**config.mk**
```make
export PLATFORM = sky130hd
export DESIGN_NAME = intr_cause_ctrl
export DESIGN_NICKNAME = d
export VERILOG_FILES = /design/src/rtl/intr_cause_pkg.sv /design/src/rtl/intr_cause_ctl.sv /design/src/rtl/intr_cause_dp.sv /design/src/rtl/intr_cause_ctrl.sv
export SDC_FILE = /design/constraint.sdc
export NUM_CORES = 1
export LEC_CHECK = 0
export BUFFER_PORTS_ARGS = -buffer_cell sky130_fd_sc_hd__buf_2
export CAP_MARGIN = 20
export CORE_ASPECT_RATIO = 1.5
export CORE_MARGIN = 8
export CORE_UTILIZATION = 38
export CTS_CLUSTER_DIAMETER = 150
export CTS_CLUSTER_SIZE = 30
export DETAILED_ROUTE_END_ITERATION = 8
export PLACE_DENSITY_LB_ADDON = 0.3
export SYNTH_ARGS = -nofsm -noshare
export SYNTH_HDL_FRONTEND = slang
export SYNTH_SLANG_ARGS = --single-unit
export TNS_END_PERCENT = 50
```
**constraint.sdc**
```tcl
create_clock -name clk -period 4.4 [get_ports clk]
set_input_delay 0.44 -clock clk [delete_from_list [all_inputs] [get_ports clk]]
set_output_delay 0.44 -clock clk [all_outputs]
set_load 0.05 [all_outputs]
```
**src/rtl/intr_cause_pkg.sv**
```systemverilog
package intr_cause_pkg;
  localparam int CAUSE_ADDR  = 0;
  localparam int CSET_ADDR   = 1;
  localparam int MSET_ADDR   = 2;
  localparam int MCLR_ADDR   = 3;
  localparam int AUTOM_ADDR  = 4;
  localparam int EXTC_ADDR   = 5;

  typedef struct packed {
    logic causeClr;
    logic causeSet;
    logic maskSet;
    logic maskClr;
    logic autoMaskWr;
    logic extWr;
    logic autoFire;
  } strobe_t;
endpackage

```
**src/rtl/intr_cause_ctl.sv**
```systemverilog
module intr_cause_ctl
  import intr_cause_pkg::*;
#(
  parameter int ADDR_W = 3
) (
  input  logic              wrEn,
  input  logic [ADDR_W-1:0] addr,
  input  logic              asserted,
  input  logic              autoMaskEn,
  output strobe_t           strb
);
  always_comb begin
    strb            = '0;
    strb.causeClr   = wrEn && (addr == ADDR_W'(CAUSE_ADDR));
    strb.causeSet   = wrEn && (addr == ADDR_W'(CSET_ADDR));
    strb.maskSet    = wrEn && (addr == ADDR_W'(MSET_ADDR));
    strb.maskClr    = wrEn && (addr == ADDR_W'(MCLR_ADDR));
    strb.autoMaskWr = wrEn && (addr == ADDR_W'(AUTOM_ADDR));
    strb.extWr      = wrEn && (addr == ADDR_W'(EXTC_ADDR));
    // auto-mask fires only on a cause write that sees the interrupt asserted
    strb.autoFire   = strb.causeClr && asserted && autoMaskEn;
  end
endmodule

```
**src/rtl/intr_cause_dp.sv**
```systemverilog
module intr_cause_dp
  import intr_cause_pkg::*;
#(
  parameter int              DATA_W     = 32,
  parameter int              ADDR_W     = 3,
  parameter int              OTHER_POS  = 24,
  parameter int              ASSERT_POS = 31,
  parameter int              EN_POS     = 0,
  parameter logic [DATA_W-1:0] SEC_MASK = 32'h0007_0244
) (
  input  logic              clk,
  input  logic              rstN,
  input  strobe_t           strb,
  input  logic [DATA_W-1:0] evtIn,
  input  logic [ADDR_W-1:0] addr,
  input  logic [DATA_W-1:0] wrData,
  output logic [DATA_W-1:0] rdData,
  output logic [DATA_W-1:0] causeQ,
  output logic [DATA_W-1:0] maskQ,
  output logic [DATA_W-1:0] autoMaskQ,
  output logic              autoMaskEn,
  output logic              asserted
);
  localparam logic [DATA_W-1:0] OTHER_BIT  = DATA_W'(1) << OTHER_POS;
  localparam logic [DATA_W-1:0] ASSERT_BIT = DATA_W'(1) << ASSERT_POS;

  logic [DATA_W-1:0] rawSet, setVec, clrVec, causeD, maskD, pending;

  always_comb begin
    rawSet = (evtIn | (strb.causeSet ? wrData : '0)) & ~ASSERT_BIT;
    setVec = ((rawSet & SEC_MASK) != '0) ? (rawSet | OTHER_BIT) : rawSet;
    clrVec = '0;
    if (strb.causeClr) begin
      clrVec = wrData;
      if (wrData[OTHER_POS]) clrVec = clrVec | SEC_MASK;
    end
    // sets are applied after clears so an event wins over a clear
    causeD = ((causeQ & ~clrVec) | setVec) & ~ASSERT_BIT;
  end

  always_comb begin
    maskD = maskQ;
    if (strb.autoFire) maskD = maskD & ~autoMaskQ;
    if (strb.maskSet)  maskD = maskD | wrData;
    if (strb.maskClr)  maskD = maskD & ~wrData;
  end

  always_ff @(posedge clk) begin
    if (!rstN) begin
      causeQ     <= '0;
      maskQ      <= '0;
      autoMaskQ  <= '0;
      autoMaskEn <= 1'b0;
    end else begin
      causeQ <= causeD;
      maskQ  <= maskD;
      if (strb.autoMaskWr) autoMaskQ  <= wrData;
      if (strb.extWr)      autoMaskEn <= wrData[EN_POS];
    end
  end

  assign pending  = causeQ & maskQ;
  assign asserted = |pending;

  always_comb begin
    case (int'(addr))
      CAUSE_ADDR:            rdData = (causeQ & ~ASSERT_BIT) | (asserted ? ASSERT_BIT : '0);
      MSET_ADDR, MCLR_ADDR:  rdData = maskQ;
      AUTOM_ADDR:            rdData = autoMaskQ;
      EXTC_ADDR:             rdData = DATA_W'(autoMaskEn) << EN_POS;
      default:               rdData = '0;
    endcase
  end
endmodule

```
**src/rtl/intr_cause_ctrl.sv**
```systemverilog
module intr_cause_ctrl
  import intr_cause_pkg::*;
#(
  parameter int DATA_W = 32,
  parameter int ADDR_W = 3
) (
  input  logic              clk,
  input  logic              rstN,
  input  logic [DATA_W-1:0] evtIn,
  input  logic              wrEn,
  input  logic [ADDR_W-1:0] addr,
  input  logic [DATA_W-1:0] wrData,
  output logic [DATA_W-1:0] rdData,
  output logic              irqOut
);
  strobe_t           strb;
  logic [DATA_W-1:0] causeQ, maskQ, autoMaskQ;
  logic              autoMaskEn, asserted;

  intr_cause_ctl #(.ADDR_W(ADDR_W)) u_ctl (
    .wrEn(wrEn), .addr(addr), .asserted(asserted),
    .autoMaskEn(autoMaskEn), .strb(strb)
  );

  intr_cause_dp #(.DATA_W(DATA_W), .ADDR_W(ADDR_W)) u_dp (
    .clk(clk), .rstN(rstN), .strb(strb), .evtIn(evtIn), .addr(addr),
    .wrData(wrData), .rdData(rdData), .causeQ(causeQ), .maskQ(maskQ),
    .autoMaskQ(autoMaskQ), .autoMaskEn(autoMaskEn), .asserted(asserted)
  );

  assign irqOut = asserted;
endmodule

```
# == Word-level counts from Yosys, hierarchy flattened ==
# Index checks and enable logic that the tools add are counted.
# word_totals
word_cells,41
inputBits,70
out_inout_bits,33
reg_bits,96
# classes
bitwise_logic,11
n_eq_ne,5
n_mux,9
reduce_logical,12
# op_table
cell,count
$mux 32,4
$pmux 32 s4,1
$and 32x32->32,2
$not 32->32,2
$mux 31,2
$or 31x31->31,2
$mux 25,2
$and 31x32->32,1
$or 31x32->32,1
$or 32x32->32,1
$reduce_bool 32->1,1
$reduce_or 32->1,1
$and 31x31->31,1
$not 31->31,1
$logic_and 1x1->1,8
$eq 3x2->1 const B,2
$eq 3x3->1 const B,2
$eq 3x1->1 const B,1
$logic_not 3->1,1
$reduce_or 2->1,1

# == Logic depth before layout (Yosys ltp) ==
# logic_depth
ltp_word,9
mapped_depth,7
depth_no_buf,5

# == Modules after synthesis ==
# A second synthesis with hierarchy kept.
# hier_totals
cells_unflattened,532
area_unflattened_um2,4488.1
# modules_own_cells
mod,area_each_um2,instances,seq_area_each_um2,cells_each
intr_cause_dp,4414.2,1,1921.8,524
intr_cause_ctl,73.8,1,0.0,8

# == Worst setup path before layout ==
# No wires, ideal clock.
# synth_timing
kind,in2out
from,input port addr[1]
to,output port rdData[10]
path_stages,5
t_arrival_ps,2277
setup_slack_ps,1683
required_ps,3960
path_cell_list,buf_2 -> nor2_1 -> clkbuf_1 -> a22oi_1 -> o21ai_0
# synth_via
elab_chain_len,3
# synth_rtl
item,line,text
"start, declared",intr_cause_ctrl.sv:11,"input logic [ADDR_W-1:0] addr,"
$eq 3x2->1,intr_cause_dp.sv:66,case (int'(addr))
$reduce_or 2->1,intr_cause_dp.sv:66,
$pmux 32 s4 (*),intr_cause_dp.sv:66,
"end, declared",intr_cause_ctrl.sv:13,"output logic [DATA_W-1:0] rdData,"
# Every way passes the cells marked *; elsewhere a longest branch is shown, timed or not.

# == Final worst setup path ==
# layout_timing
from,input port addr[2]
to,output port rdData[24]
# The elaborated chain is that of the path after synthesis.

==> flow_metrics.py <==
metrics = {
    "route": {
        "drc": 0,
        "post_drt_wl_per_cell_um": 19.82,
        "dr.pass1.iters": 5,
        "wl_um": 16650,
        "vias_per_cell": 5.929,
        "ant_nets": 0,
        "drt-initial-drc-count": 415,
        "vias": 4980,
    },
    "cells_and_area": {
        "fillCellCount": 1201,
        "drive_gt1_frac": 0.2266,
        "finalCoreUtilization": 0.4612,
        "area_growth_pct": 18.92,
        "diodes": 0,
        "finalNonFillerCells": 840,
        "multi_input_area_mm2": 0.002720,
        "fin_nets": 749,
        "seq_area_mm2": 0.001922,
    },
    "clock_tree": {
        "clk_path_buf_depth": 2,
        "cts_sinks": 96,
        "cts_root_buf": "clkbuf_16",
        "cts_setup_buffers": 0,
        "clk_latency_ns": 0.35,
        "cts_hold_buffers": 0,
        "h-tree-depth": 3,
        "cts_made_buffers": 9,
        "cts_tree": "done",
        "ctsResizeCount": 0,
        "cts.clk_slew.worst_paths_ns": 0.07,
    },
    "logic_synthesis": {
        "synth_area_leaders": "dfxtp_1 (40%), nand2_1 (15%), a22oi_1 (7.0%)",
        "yosysSeqAreaShare": 0.3980,
        "async_flop_share": 0,
        "synth-seq-cells": 96,
        "ys_warn_count": 0,
        "synth_ff_type": "dfxtp_1",
        "synth_top_area_share": 0.3980,
        "synthCells": 605,
        "synthesis.area_mm2": 0.004828,
        "synth-edff-count": 0,
        "synth_nets": 675,
        "synthDistinctLibCells": 32,
        "synth_area_leader_cell": "dfxtp_1",
        "avgSynthCellArea_um2": 7.981,
    },
    "sta": {
        "finalHoldViolCount": 0,
        "tightest_slew_ns": 0.9969,
        "skew_ns": 0.005567,
        "setup_viol": 0,
        "rsz0062_at_grt": "false",
        "min_period_ns": 3.180,
        "fin_crit_sh": 0.7228,
        "max_freq_mhz": 314.4,
        "drv_slew": 0,
        "tns_ns": 0,
        "slew_headroom": 0.3354,
    },
    "die": {
        "die_h_um": 154.1,
        "ios": 103,
        "core-area_mm2": 0.01245,
        "placementRows": 50,
        "start_util": 0.3878,
        "die-area_mm2": 0.01664,
        "die_w_um": 108.0,
    },
    "place": {
        "port-buffer-count": 101,
        "routabilityCongestion": 0.8324,
        "dp_hpwl_um": 11140,
        "dp.cells": 824,
    },
    "job": {
        "max_cap_violations": 0,
    },
    "pwr": {
        "intPower_w": 0.001506,
        "net-switching-power_w": 0.0005399,
        "clkPwrFrac": 0.413,
        "power.density_mw_per_mm2": 356.3,
        "power_frac_comb": 0.129,
        "sequentialPowerShare": 0.458,
        "power.share.switching": 0.2639,
        "power.leakage_nw": 2.151,
        "ir_drop_mv": 0.2167,
    },
    "worst_setup_path": {
        "worst_setup_path_end_kind": "output port",
        "r2r_slack_ns": 2.33,
        "crit_fanout": 36,
        "cp-start-kind": "primary input",
        "critical_path_class": "primary input to output port",
        "arrival_ns": 2.74,
        "required_ns": 3.96,
    },
    "global_route": {
        "grt_max_degree": 63,
        "overflow": 0,
        "grt_pass1_wl_um": 26070,
        "grt_pass1_vias": 5005,
        "grt_use_total": 0.1980,
        "antenna_found_initial": 0,
    },
    "outcome": {
        "status": "finished clean",
    },
    "hold_path": {
        "hold_class": "primary input to register",
    },
}
==> stage by stage <==
step / hold slack, ns / cell area, um2 / power (W) / setup slack [ns]
5_1_grt: 0.3311 / 5742 / 0.002113 / 1.147
4_1_cts: 0.3216 / 5742 / 0.002057 / 1.228
3_3_place_gp: 0.4437 / 5426 / 0.001209 / 1.232
3_5_place_dp: 0.4498 / 5426 / 0.001218 / 1.238
6_report: 0.3277 / 5742 / 0.002046 / 1.220
2_1_floorplan: 0.4327 / 4828 / 0.001107 / 1.683
==> logic make-up after synthesis <==
family	Yosys count	synth area share
simple gates	244	0.2216
buf+inv	48	0.04431
flops	96	0.3980
compound gates	215	0.3320
mux	2	0.004146
==> critical path: stages <==
cell and delay [ns]:
buf_2 0.58, nand2b_1 0.32, nor2_2 0.60, buf_12 0.26
nand2_1 0.06, o21ai_0 0.12, buf_2 0.34
==> placed cells by master, fill, tap and decap left out, types with 2 or more instances in the layout <==
cell type / count
a21oi_1: 29
buf_2: 101
a22oi_1: 45
clkbuf_16: 9
nor2b_1: 31
nand3_1: 5
a211oi_2: 20
nor3_1: 2
o21ai_0: 37
nor2_2: 3
nor3_4: 2
a41oi_1: 4
a211oi_1: 8
a21boi_0: 24
nand2b_1: 2
dfxtp_1: 96
a221oi_1: 30
nor2_4: 2
nand2_1: 190
a21o_1: 5
buf_4: 8
bufinv_16: 2
a21boi_1: 9
clkbuf_1: 3
mux2i_1: 2
==> path summary, 6_finish.rpt <==
path,start,endpoint,depth (start not counted)
setup / recovery,addr[2],rdData[24],7
hold / removal,evtIn[28],u_dp.causeQ[28],3
setup reg to reg,u_dp.causeQ[10],u_dp.maskQ[19],6
hold reg to reg,u_dp.autoMaskQ[4],u_dp.maskQ[4],1
==> registers in the layout (all words and copies together), names as in the netlist <==
register / flops
u_dp.autoMaskEn: 1
u_dp.autoMaskQ: 32
u_dp.causeQ: 31
u_dp.maskQ: 32
==> power groups by stage <==
stage          Clock (W)  Sequential, W  Combinational (W)
2_1_floorplan          0       0.000942           0.000165
3_3_place_gp           0       0.000954           0.000256
3_5_place_dp           0       0.000955           0.000263
4_1_cts         0.000857       0.000935           0.000264
5_1_grt         0.000887       0.000940           0.000287
6_report        0.000845       0.000937           0.000265
==> cell usage after synthesis, types with 2 or more instances <==
cell      number
a211oi_2      20
nand3_1        5
a21boi_0      24
a21oi_1       29
nand2b_1       2
buf_6          2
mux2i_1        2
nor3_1         3
a21boi_1       9
nor2b_1       31
a221oi_1      30
a21o_1         5
a211oi_1       8
nor3_4         2
nor2_1         6
o21ai_0       37
buf_2         15
a41oi_1        4
a22oi_1       45
clkbuf_1      30
dfxtp_1       96
nand2_1      190
==> final cells by class <==
cell class,count,share of cell area
clock buffers,13,0.04358
clock inverters,3,0.01133
inverters,1,0.0006537
multi-input cells,461,0.4737
flip-flops and latches,96,0.3347
well taps,156,0.03399
repair buffers,110,0.1020
==> metal layers <==
metal,wire length (um),GRT usage,up-vias,share of wire
li1,-,-,2317,-
met1,6602,0.2266,2400,0.40
met2,8356,0.3413,235,0.50
met3,1223,0.03975,28,0.073
met4,470,0.08831,0,0.028
met5,0,0,-,0
(Power assumes the default switching activity.)
